File: src/rtl/sat_divider.sv
module sat_divider #(
  parameter int WIDTH = 32
) (
  input  logic             clk,
  input  logic             rst_n,
  input  logic             start,
  input  logic             signed_mode,
  input  logic [WIDTH-1:0] y_hi,
  input  logic [WIDTH-1:0] lo_in,
  input  logic [WIDTH-1:0] divisor,
  output logic             busy,
  output logic             done,
  output logic [WIDTH-1:0] quotient,
  output logic             ovf,
  output logic             neg_flag,
  output logic             zero_flag,
  output logic             div_zero
);
  localparam int DW = 2 * WIDTH;
  localparam int CW = $clog2(DW + 1);
  localparam logic [DW-1:0]    NEG_LIM = DW'(1) << (WIDTH - 1);
  localparam logic [DW-1:0]    POS_LIM = NEG_LIM - DW'(1);
  localparam logic [WIDTH-1:0] MIN_VAL = {1'b1, {(WIDTH-1){1'b0}}};
  localparam logic [WIDTH-1:0] MAX_VAL = ~MIN_VAL;

  logic             busy_q, done_q, mode_q, neg_q;
  logic [CW-1:0]    cnt_q;
  logic [WIDTH:0]   rem_q;
  logic [DW-1:0]    acc_q;
  logic [WIDTH-1:0] dmag_q;
  logic [WIDTH-1:0] quo_q;
  logic             ovf_q, n_q, z_q, dz_q;

  wire [DW-1:0]    dividend = {y_hi, lo_in};
  wire             dvd_neg  = signed_mode & y_hi[WIDTH-1];
  wire             dvs_neg  = signed_mode & divisor[WIDTH-1];
  wire [DW-1:0]    dvd_mag  = dvd_neg ? (~dividend + DW'(1)) : dividend;
  wire [WIDTH-1:0] dvs_mag  = dvs_neg ? (~divisor + WIDTH'(1)) : divisor;
  wire             zero_div = (divisor == '0);

  wire [WIDTH:0]   shifted = {rem_q[WIDTH-1:0], acc_q[DW-1]};
  wire [WIDTH+1:0] diff    = {1'b0, shifted} - {2'b00, dmag_q};
  wire             take    = ~diff[WIDTH+1];
  wire             last    = (cnt_q == CW'(DW));

  logic [WIDTH-1:0] sat_val;
  logic             sat_ovf;

  always_comb begin
    if (!mode_q) begin
      sat_ovf = |acc_q[DW-1:WIDTH];
      sat_val = sat_ovf ? '1 : acc_q[WIDTH-1:0];
    end else if (neg_q) begin
      sat_ovf = acc_q > NEG_LIM;
      sat_val = sat_ovf ? MIN_VAL : (~acc_q[WIDTH-1:0] + WIDTH'(1));
    end else begin
      sat_ovf = acc_q > POS_LIM;
      sat_val = sat_ovf ? MAX_VAL : acc_q[WIDTH-1:0];
    end
  end

  always_ff @(posedge clk or negedge rst_n) begin
    if (!rst_n) begin
      busy_q <= 1'b0;
      done_q <= 1'b0;
      mode_q <= 1'b0;
      neg_q  <= 1'b0;
      cnt_q  <= '0;
      rem_q  <= '0;
      acc_q  <= '0;
      dmag_q <= '0;
      quo_q  <= '0;
      ovf_q  <= 1'b0;
      n_q    <= 1'b0;
      z_q    <= 1'b0;
      dz_q   <= 1'b0;
    end else begin
      done_q <= 1'b0;
      if (busy_q) begin
        if (last) begin
          busy_q <= 1'b0;
          done_q <= 1'b1;
          quo_q  <= sat_val;
          ovf_q  <= sat_ovf;
          n_q    <= sat_val[WIDTH-1];
          z_q    <= (sat_val == '0);
          dz_q   <= 1'b0;
        end else begin
          rem_q <= take ? diff[WIDTH:0] : shifted;
          acc_q <= {acc_q[DW-2:0], take};
          cnt_q <= cnt_q + CW'(1);
        end
      end else if (start) begin
        if (zero_div) begin
          done_q <= 1'b1;
          dz_q   <= 1'b1;
          quo_q  <= '0;
          ovf_q  <= 1'b0;
          n_q    <= 1'b0;
          z_q    <= 1'b1;
        end else begin
          busy_q <= 1'b1;
          cnt_q  <= '0;
          rem_q  <= '0;
          acc_q  <= dvd_mag;
          dmag_q <= dvs_mag;
          mode_q <= signed_mode;
          neg_q  <= dvd_neg ^ dvs_neg;
        end
      end
    end
  end

  assign busy      = busy_q;
  assign done      = done_q;
  assign quotient  = quo_q;
  assign ovf       = ovf_q;
  assign neg_flag  = n_q;
  assign zero_flag = z_q;
  assign div_zero  = dz_q;
endmodule

File: config.mk
export PLATFORM = sky130hd
export DESIGN_NAME = sat_divider
export DESIGN_NICKNAME = d
export VERILOG_FILES = /design/src/rtl/sat_divider.sv
export SDC_FILE = /design/constraint.sdc
export NUM_CORES = 1
export LEC_CHECK = 0
export BUFFER_PORTS_ARGS = -buffer_cell sky130_fd_sc_hd__buf_2
export CAP_MARGIN = 40
export CORE_UTILIZATION = 30
export DETAILED_ROUTE_END_ITERATION = 7
export HOLD_SLACK_MARGIN = 0.06
export PLACE_DENSITY = 0.47
export SYNTH_ARGS = -nofsm -noshare
export SYNTH_HDL_FRONTEND = slang
export SYNTH_SLANG_ARGS = --single-unit
File: constraint.sdc
create_clock -name clk -period 5.2 [get_ports clk]
set_clock_uncertainty 0.2 [all_clocks]
set_input_delay 1.56 -clock clk [delete_from_list [all_inputs] [get_ports clk]]
set_output_delay 1.56 -clock clk [all_outputs]
set_load 0.05 [all_outputs]
Yosys cells after proc, flatten, opt, wreduce, memory -nomap -nowiden
Cells that the tools add are included.
- word-level logic and storage cells: 87
- bits of input ports: 100
- register bits: 175
- output and inout bits: 38
- multiplexer cells: 46
- equal/unequal tests: 4
- $add $sub $neg: 5
- bitwise gates (word level): 9
- magnitude comparators: 2
- reductions and logical operators: 8
- operators by type and width (operator ; count):
    $mux W32 ; 15
    $mux W64 ; 5
    $add A32 B1 Y32 const B ; 2
    $add A64 B1 Y64 const B ; 1
    $gt A64 B31 Y1 const B ; 1
    $gt A64 B32 Y1 const B ; 1
    $logic_not A32 Y1 ; 2
    $not A32 Y32 ; 2
    $not A64 Y64 ; 1
    $sub A33 B32 Y34 ; 1
    $reduce_or A32 Y1 ; 1
    $mux W7 ; 4
    $mux W1 ; 22
    $reduce_and A3 Y1 ; 3
    $add A7 B1 Y7 const B ; 1
    $eq A7 B7 Y1 const B ; 1
    $ne A2 B2 Y1 const B ; 2
    $reduce_bool A2 Y1 ; 2
    $not A1 Y1 ; 3
    $and A1 B1 Y1 ; 2
    $ne A2 B1 Y1 const B ; 1
    $xor A1 B1 Y1 ; 1

Depth between registers and ports, before layout
Gate-level depths: netlist of the first run.
- word-level depth: 8
- gate-level depth with buffers: 14
- gate-level depth less buffers: 13

Least setup slack after synthesis of the first run
Ideal clock, no wire load.
- path kind: input -> register
- start: input lo_in[28]
- end: register acc_q[53]
- stages on the path: 9
- required time: 4.871 ns
- buffers on the path: 0
- arrival time: 3.952 ns
- setup time: 0.129 ns
- setup slack: 0.919 ns
- path through: or4_4 or4_4 or4b_4 nor3_4 a31oi_1 xnor2_1 nor2_1 a21oi_1 o21ai_1
- longest elaborated chain between the ends: 6
- RTL lines (item ; line ; text):
    start, declared ; 9 ; input logic [WIDTH-1:0] lo_in,
    $not A64 Y64 ; 37 ; wire [DW-1:0] dvd_mag = dvd_neg ? (~dividend + DW'(1)) : dividend;
    $add A64 B1 Y64 ; 37 ;
    $mux W64 ; 37 ;
    $mux W64 ; 94 ; if (zero_div) begin
    $mux W64 ; 93 ; end else if (start) begin
    $mux W64 ; 79 ; if (busy_q) begin
    end signal, assigned ; 90 ; acc_q <= {acc_q[DW-2:0], take};
    end signal, assigned ; 105 ; acc_q <= dvd_mag;
    end, declared ; 29 ; logic [DW-1:0] acc_q;
No other way between the ends. The select of a mux whose other input is x is not followed.
A chain may end at the register's enable or synchronous reset.

Final worst setup path of the first run
- start: input lo_in[28]
- end: register acc_q[55]
The elaborated chain is that of the path after synthesis.

==> impl_metrics.csv, run 1 <==
group,metric,value,unit
global_routing,grt_overflow_total,0,
power_and_ir_drop,p_leak,6.16,nW
clock_network,clk_path_buf_depth,2,
power_and_ir_drop,p_per_area,701,nW/um2
clock_network,path_clk_slew,0.08,ns
min_path,worstHoldPathCells,2,
clock_network,cts_max_level,4,
global_routing,grt_first_pass_wirelength,66800,um
worst_setup_path,crit_top_cell,"or4_4",
sta,finalHoldViolCount,0,
floorplanning,dieArea,43600,um2
floorplanning,rows,75,
route,ant_nets,0,
layout,n_antenna_cell,0,
yosys,syn_inst,1663,
layout,final_common_cell,"nand2_1",
sta,max_freq,238,MHz
floorplanning,die-height,209,um
sta,timing.slew.headroom,47.2,%
clock_network,ctsResizeCount,0,
sta,rsz0062_at_grt,"false",
sta,finalCritPeriodShare,80.6,%
clock_network,cts_tree,"yes",
status,outcome,"completed",
yosys,synth.avg_cell_area,7.71,um2
sta,fin_crit,4.19,ns
route,routed_wl,41600,um
worst_setup_path,cp_slowest_cell,"or4b_4",
worst_setup_path,path_buf_inv,1,
yosys,synth-seq-cells,174,
worst_setup_path,crit_family,"simple AND/OR/NAND/NOR gates",
min_path,hold_end,"div_zero",
clock_network,ctsHoldBuffers,0,
layout,fillers,4535,
min_path,hold_start,"div_zero",
worst_setup_path,r2r_slack,1.28,ns
placement,portBuffers,137,
placement,place.gp.congestion,0.904,
clock_network,clk_latency,0.46,ns
min_path,hold_class,"reg2reg",
layout,syn2layout_area_growth,14.6,%
route,post_drt_wl_per_cell,18.1,um
layout,layout.nets,1887,
route,first_iter_violations,729,
worst_setup_path,r2r_cells,11,
power_and_ir_drop,ir_worst_vdd,0.293,mV
global_routing,antenna_found_initial,1,
worst_setup_path,max_stage_delay,0.57,ns
layout,drive_gt1_share,13.5,%
yosys,synth-edff-count,0,
route,drc_errors,0,
global_routing,track_usage,19.3,%
worst_setup_path,cp.required,5.33,ns
yosys,ys_types,86,
route,via_per_inst,5.32,
worst_setup_path,reg2reg_from,"acc_q[0]",
worst_setup_path,crit_path_cell_trace,"buf_2 > or4_4 > or4_4 > or4b_4 > nor3_4 > a31oi_1 > xnor2_1 > nor2_1 > a21oi_2 > o21ai_1",
global_routing,grt_max_degree,114,
clock_network,cts_root_buf,"clkbuf_16",
yosys,async_reset_ff_share,100,%
floorplanning,die_w,209,um
yosys,synth_fp_nets,1801,
layout,final_cell_mix,"nand2_1, dfrtp_1, o21ai_0",
route,dr.pass1.iters,5,
worst_setup_path,cp_data_arrival_time,4.32,ns
route,vias,12200,
yosys,ys_seq_area_share,34.0,%
yosys,ys_warn_count,0,
floorplanning,io_pins,138,
yosys,syn_area,12800,um2
floorplanning,start_util,30.5,%
layout,utilization,35.0,%
floorplanning,core_area,42000,um2
worst_setup_path,path_class,"in2reg",
worst_setup_path,start_kind,"primary input",
sta,worst_pin_slew,0.789,ns
worst_setup_path,end_kind,"flip-flop",
run,maxCapViolations,0,
sta,fin_tns_setup,0,ns
sta,slew_viol_final,0,
clock_network,cts_buffers,17,
global_routing,grt_pass1_vias,11800,
clock_network,cts_setup_buffers,0,
worst_setup_path,rr_endpoint,"zero_flag",
clock_network,clock_sinks,174,
placement,hpwl,31100,um
yosys,ys.flop_type,"dfrtp_1",
sta,setup_violations,0,
worst_setup_path,crit_fanout,8,
metrics by stage:
step / instance area (um2) / power (W) / setup slack, ns / instances / hold WS (ns)
after floorplan: 12800 / 0.00728 / 0.919 / 1663 / 0.250
after CTS: 14700 / 0.0104 / 1.03 / 2301 / 0.282
after global routing: 14700 / 0.0113 / 0.748 / 2301 / 0.291
after detailed placement: 14100 / 0.00898 / 0.544 / 2269 / 0.265
final: 14700 / 0.0103 / 1.01 / 2301 / 0.272
after global placement: 14000 / 0.00887 / 0.532 / 2266 / 0.262
worst max-delay path by stage:
stage / startpoint / endpoint / cells past startpoint
global placement: lo_in[28] / acc_q[55] / 10
global route: divisor[9] / dmag_q[31] / 11
detailed placement: lo_in[28] / acc_q[61] / 10
finish: lo_in[28] / acc_q[55] / 10
CTS: lo_in[28] / acc_q[61] / 10
floorplan: lo_in[28] / acc_q[53] / 9
per-layer routing:
metal	track usage, %	share of wire [%]	vias to the layer above
li1	-	-	6139
met4	6.09	2.0	0
met3	2.30	3.0	45
met1	25.8	47	5828
met2	32.3	48	231
met5	0	0	-
report_power, final:
group          internal (W)  total [W]  switching, W  leakage (nW)
registers           0.00205    0.00273      0.000681          2.07
logic               0.00237    0.00622       0.00384          3.80
clock network      0.000732    0.00135      0.000620         0.279
cell families after synthesis:
family | after synthesis | share of synthesized area [%]
mux | 11 | 0.859
fa+ha+maj | 38 | 3.77
xor+xnor | 113 | 7.72
compound gates | 496 | 23.4
flops | 174 | 34.0
buf+inv | 176 | 5.64
simple gates | 655 | 24.7
area by class of cell:
cell class / count / area, um2 / area share (%)
Sequential cell: 174 / 4360 / 29.6
Clock buffer: 19 / 443 / 3.01
Tap cell: 539 / 674 / 4.59
Timing Repair Buffer: 170 / 1020 / 6.92
Multi-Input combinational cell: 1313 / 7780 / 52.9
Inverter: 73 / 274 / 1.86
Clock inverter: 13 / 154 / 1.05
worst reg2reg max path: stages (launching register included):
cell and delay [ns]:
dfrtp_1 0.46, inv_1 0.13, ha_1 0.19, nand2b_1 0.25, or4_4 0.63, o31ai_2 0.37
nand3_1 0.41, o32ai_1 0.64, a2111oi_0 0.13, and4_1 0.20, nand4_1 0.10, o211ai_1 0.08
sequential cells by signal (all words and copies together) (netlist names):
| register | flops |
|---|---|
| dmag_q | 32 |
| acc_q | 64 |
| div_zero | 1 |
| ovf | 1 |
| done | 1 |
| mode_q | 1 |
| cnt_q | 7 |
| rem_q | 32 |
| zero_flag | 1 |
| busy | 1 |
| quotient | 32 |
| neg_q | 1 |
synthesized netlist by cell type (9+ instances only):
master	instances	area [um2]
nand2_1	226	848
a31oi_1	25	156
and3_1	18	113
o211ai_1	33	248
nor4_1	30	188
nor2_1	138	518
inv_1	72	270
xnor2_1	75	657
nor3_1	57	285
ha_1	37	463
nand4_1	13	81.3
a21oi_1	152	761
o31ai_1	30	225
clkbuf_1	75	282
a21o_1	24	180
mux2i_1	11	110
nand3_1	75	375
buf_2	13	65.1
a211oi_1	11	82.6
or4_1	11	82.6
o21ai_0	153	766
or3_1	26	163
nand2b_1	9	56.3
dfrtp_1	174	4350
xor2_1	38	333
Power figures use the tool's default switching activity.
==> run 2: changes to the inputs <==
--- a/config.mk
+++ b/config.mk
@@ -10,7 +10,7 @@
 export CORE_UTILIZATION = 30
 export DETAILED_ROUTE_END_ITERATION = 7
 export HOLD_SLACK_MARGIN = 0.06
-export PLACE_DENSITY = 0.47
+export PLACE_DENSITY = 0.49
 export SYNTH_ARGS = -nofsm -noshare
 export SYNTH_HDL_FRONTEND = slang
 export SYNTH_SLANG_ARGS = --single-unit
==> constraint.sdc (replaced) <==
create_clock -name clk -period 3.6 [get_ports clk]
set_clock_uncertainty 0.2 [all_clocks]
set_input_delay 1.08 -clock clk [delete_from_list [all_inputs] [get_ports clk]]
set_output_delay 1.08 -clock clk [all_outputs]
set_load 0.05 [all_outputs]
==> impl_metrics.csv, run 2 (same netlist as run 1, synthesis figures left out) <==
group,metric,value,unit
status,outcome,"completed",
global_routing,track_usage,19.3,%
layout,design_area,15900,um2
clock_network,cts_buffers,17,
global_routing,grt_overflow_total,0,
global_routing,grt_max_degree,69,
floorplanning,dieArea,43600,um2
layout,final_common_cell,"nand2_1",
power_and_ir_drop,combPwrFrac,63.9,%
power_and_ir_drop,p_leak,6.91,nW
floorplanning,start_util,30.5,%
power_and_ir_drop,power.switching,0.00751,W
clock_network,path_clk_slew,0.06,ns
route,ant_nets,0,
global_routing,grt_first_pass_wirelength,67400,um
sta,timing.slew.headroom,49.3,%
power_and_ir_drop,p_sw_share,48.6,%
clock_network,cts_tree,"yes",
layout,largest_reg_flops,64,
route,routed_wl,41900,um
power_and_ir_drop,power.internal,0.00795,W
run,maxCapViolations,0,
clock_network,clk_path_buf_depth,2,
worst_setup_path,cp_data_arrival_time,3.62,ns
placement,dpl.cell_count,2416,
sta,slew_viol_final,0,
clock_network,ctsHoldBuffers,0,
power_and_ir_drop,ir_worst_vdd,0.370,mV
clock_network,cts_root_buf,"clkbuf_16",
clock_network,clk_latency,0.45,ns
route,drc_errors,0,
sta,finalCritPeriodShare,96.9,%
power_and_ir_drop,p_per_area,971,nW/um2
layout,n_antenna_cell,0,
sta,worst_pin_slew,0.754,ns
placement,pre_cts_ws,-0.428,ns
sta,max_freq,287,MHz
route,via_per_inst,5.21,
sta,fin_crit,3.49,ns
worst_setup_path,crit_fanout,4,
power_and_ir_drop,p_clk_share,11.8,%
placement,dpl_cell_area,15300,um2
layout,final_cell_mix,"nand2_1, dfrtp_1, buf_4",
worst_setup_path,cp.required,3.73,ns
route,dr.pass1.iters,5,
floorplanning,die-height,209,um
layout,utilization,37.9,%
floorplanning,io_pins,138,
sta,setup_violations,0,
global_routing,antenna_found_initial,0,
clock_network,clock_sinks,174,
layout,stdcell_count,2450,
placement,portBuffers,137,
layout,largest-register,"acc_q",
floorplanning,rows,75,
route,post_drt_wl_per_cell,17.1,um
sta,finalHoldViolCount,0,
floorplanning,die_w,209,um
route,first_iter_violations,748,
floorplanning,core_area,42000,um2
clock_network,cts_max_level,4,
route,vias,12800,
global_routing,grt_pass1_vias,12300,
sta,holdWs,0.274,ns
power_and_ir_drop,p_seq_share,24.3,%
placement,place.gp.congestion,0.925,
layout,drive_gt1_share,20.7,%
worst_setup_path,end_kind,"flip-flop",
layout,syn2layout_area_growth,24.2,%
min_path,hold_class,"reg2reg",
worst_setup_path,start_kind,"primary input",
sta,setup_slack,0.112,ns
worst_setup_path,path_class,"in2reg",
placement,hpwl,32600,um
layout,layout.nets,2037,
[run 2: final cells by class]
cell class / instances / area (um2)
Clock buffer: 19 / 453
Sequential cell: 174 / 4360
Timing Repair Buffer: 320 / 2230
Tap cell: 539 / 674
Fill cell: 4443 / 26100
Inverter: 73 / 274
Multi-Input combinational cell: 1313 / 7820
Clock inverter: 12 / 113
[run 2: timing repair]
| action | CTS | global route |
|---|---|---|
| endpoints found under the setup margin | 0 | 21 |
| gates resized for setup | 0 | 8 |
| buffers inserted | 0 | 3 |
[run 2: worst paths after layout]
path | start | end | slack [ns] | cells after the start
max in group asynchronous | rst_n | acc_q[58] | 2.05 | 2
min in group asynchronous | rst_n | acc_q[1] | 0.45 | 1
worst max-delay path | lo_in[27] | acc_q[59] | 0.11 | 11
worst min register to register | div_zero | div_zero | 0.27 | 2
worst max register to register | acc_q[20] | zero_flag | 0.18 | 10
worst min-delay path | div_zero | div_zero | 0.27 | 2
[run 2: routing by layer]
layer / global-route usage, % / vias to the layer above / part of all wire [%]
met1: 25.4 / 6062 / 46
met4: 4.97 / 0 / 1.4
met3: 2.40 / 38 / 3.0
met5: 0 / - / 0
li1: - / 6422 / -
met2: 33.3 / 250 / 50
[run 2: per-stage QoR]
step | TNS, ns | power, W
final | 0 | 0.0155
after detailed placement | -21.51 | 0.0137
after global routing | -0.00764 | 0.0169
after floorplan | -1.67 | 0.0105
after global placement | -16.19 | 0.0135
after CTS | 0 | 0.0156
[run 2: power groups by stage]
stage	logic, W	clock network (W)	registers, W
after floorplan	0.00644	0	0.00408
after global placement	0.00969	0	0.00378
after detailed placement	0.00990	0	0.00378
after CTS	0.00992	0.00188	0.00375
after global routing	0.0110	0.00197	0.00388
final	0.00989	0.00183	0.00375
[run 2: critical path: stages]
cell and delay, ns:
buf_6 0.09, or4_4 0.53, or4_4 0.54, or4b_4 0.54, nor3_4 0.16, buf_4 0.17
a21oi_2 0.06, xnor2_1 0.17, nor2_1 0.06, a21oi_1 0.13, o21ai_0 0.08
==> run 3: changes to the inputs <==
--- a/config.mk
+++ b/config.mk
@@ -7,10 +7,13 @@
 export LEC_CHECK = 0
 export BUFFER_PORTS_ARGS = -buffer_cell sky130_fd_sc_hd__buf_2
 export CAP_MARGIN = 40
+export CELL_PAD_IN_SITES_DETAIL_PLACEMENT = 2
+export CELL_PAD_IN_SITES_GLOBAL_PLACEMENT = 2
 export CORE_UTILIZATION = 30
 export DETAILED_ROUTE_END_ITERATION = 7
 export HOLD_SLACK_MARGIN = 0.06
-export PLACE_DENSITY = 0.49
+export MAX_ROUTING_LAYER = met4
+export PLACE_DENSITY = 0.75
 export SYNTH_ARGS = -nofsm -noshare
 export SYNTH_HDL_FRONTEND = slang
 export SYNTH_SLANG_ARGS = --single-unit
==> impl_metrics.csv, run 3 (same netlist as run 1, synthesis figures left out) <==
group,metric,value,unit
sta,worst_pin_slew,0.825,ns
placement,pre_cts_ws,-0.605,ns
sta,slew_viol_final,0,
route,post_drt_wl_per_cell,20.6,um
sta,finalCritPeriodShare,98.9,%
layout,multi_input_area,7860,um2
sta,setup_slack,0.0413,ns
worst_setup_path,cp_data_arrival_time,3.71,ns
min_path,hold_start,"div_zero",
min_path,hold_class,"reg2reg",
clock_network,cts_tree,"yes",
route,routed_wl,50500,um
floorplanning,die_w,209,um
worst_setup_path,cp.required,3.75,ns
global_routing,grt_overflow_total,0,
clock_network,ctsHoldBuffers,0,
sta,holdWs,0.280,ns
worst_setup_path,r2r_cells,13,
layout,regArea,4360,um2
worst_setup_path,end_kind,"flip-flop",
worst_setup_path,cp_slowest_cell,"or4b_4",
route,ant_nets,0,
sta,max_freq,281,MHz
route,drc_errors,0,
power_and_ir_drop,p_per_area,1020,nW/um2
floorplanning,rows,75,
min_path,worstHoldPathCells,2,
worst_setup_path,path_buf_inv,2,
placement,dpl_cell_area,15300,um2
clock_network,cts_max_level,4,
placement,place.gp.congestion,0.922,
placement,hpwl,39300,um
global_routing,grt_pass1_vias,14900,
worst_setup_path,crit_path_cell_trace,"buf_2 > or4_4 > or4_4 > or4b_4 > nor3_4 > buf_4 > a31oi_1 > xnor2_1 > nor2_1 > a21oi_2 > o21ai_1",
route,dr.pass1.iters,5,
clock_network,clk_path_buf_depth,2,
worst_setup_path,reg2reg_from,"dmag_q[2]",
layout,n_antenna_cell,0,
sta,setup_violations,0,
worst_setup_path,crit_top_cell,"or4_4",
clock_network,clk_latency,0.46,ns
run,maxCapViolations,0,
layout,fillers,4920,
sta,finalHoldViolCount,0,
layout,layout.nets,2041,
floorplanning,io_pins,138,
sta,timing.slew.headroom,45.0,%
power_and_ir_drop,ir_worst_vdd,0.419,mV
clock_network,cts_root_buf,"clkbuf_16",
sta,rsz0062_at_grt,"true",
global_routing,antenna_found_initial,0,
global_routing,track_usage,24.0,%
route,first_iter_violations,707,
worst_setup_path,r2r_slack,0.20,ns
placement,dpl.cell_count,2421,
route,via_per_inst,5.52,
placement,portBuffers,137,
worst_setup_path,crit_family,"simple AND/OR/NAND/NOR gates",
sta,fin_crit,3.56,ns
layout,design_area,15900,um2
clock_network,clock_sinks,174,
worst_setup_path,rr_endpoint,"rem_q[18]",
worst_setup_path,start_kind,"primary input",
layout,stdcell_count,2455,
worst_setup_path,max_stage_delay,0.56,ns
clock_network,path_clk_slew,0.07,ns
status,outcome,"completed",
layout,largest_reg_flops,64,
floorplanning,start_util,30.5,%
worst_setup_path,crit_fanout,3,
clock_network,cts_buffers,17,
worst_setup_path,path_class,"in2reg",
layout,final_common_cell,"nand2_1",
floorplanning,die-height,209,um
global_routing,grt_max_degree,74,
floorplanning,core_area,42000,um2
global_routing,grt_first_pass_wirelength,81400,um
layout,syn2layout_area_growth,24.4,%
floorplanning,dieArea,43600,um2
layout,final_cell_mix,"nand2_1, buf_4, dfrtp_1",
min_path,hold_end,"div_zero",
layout,drive_gt1_share,21.2,%
layout,largest-register,"acc_q",
route,vias,13600,
power_and_ir_drop,p_leak,6.92,nW
## run 3: how the worst max path moves through the flow
stage,from,to,slack [ns],cells after the start
floorplan,lo_in[28],acc_q[53],-0.18,9
global placement,lo_in[28],acc_q[53],-0.48,10
detailed placement,lo_in[28],acc_q[61],-0.61,10
CTS,rem_q[1],rem_q[11],0.01,12
global route,lo_in[28],acc_q[54],-0.04,11
finish,lo_in[28],acc_q[55],0.04,11
## run 3: stage by stage
step	util (%)	total power [W]	setup TNS (ns)
5_1_grt	37.9	0.0175	-0.0496
3_5_place_dp	36.4	0.0142	-26.46
6_report	37.9	0.0162	0
3_3_place_gp	36.4	0.0137	-17.09
2_1_floorplan	-	0.0105	-1.67
4_1_cts	37.8	0.0163	0
## run 3: worst min-delay path, delay by kind of cell (launching register included)
kind | cells | cell delay, ns
simple gates | 2 | 0.10
flops | 1 | 0.34
## run 3: cell type report
| cell class | instances | share of cell area [%] |
|---|---|---|
| tap | 539 | 4.23 |
| sequential | 174 | 27.3 |
| timing repair buffer | 324 | 13.9 |
| multi-input combinational | 1313 | 49.3 |
| clock inverter | 15 | 0.902 |
| inverter | 73 | 1.72 |
| clock buffer | 17 | 2.67 |
## run 3: timing repair
item,in CTS,in global routing
setup endpoints to repair,9,32
gates resized for setup,1,17
buffers inserted,2,0
pin swaps,1,0
endpoints found under the hold margin,0,0
## run 3: routing by layer
layer	share of wire, %	track usage, %	vias up
li1	-	-	6437
met1	43	28.2	6835
met2	52	42.9	217
met3	2.5	2.96	74
met4	2.2	7.00	0
met5	0	-	-
## run 3: power breakdown
part / leakage (nW) / switching (W) / internal (W)
clock network: 0.270 / 0.000945 / 0.000921
logic: 4.58 / 0.00644 / 0.00410
registers: 2.07 / 0.000865 / 0.00296
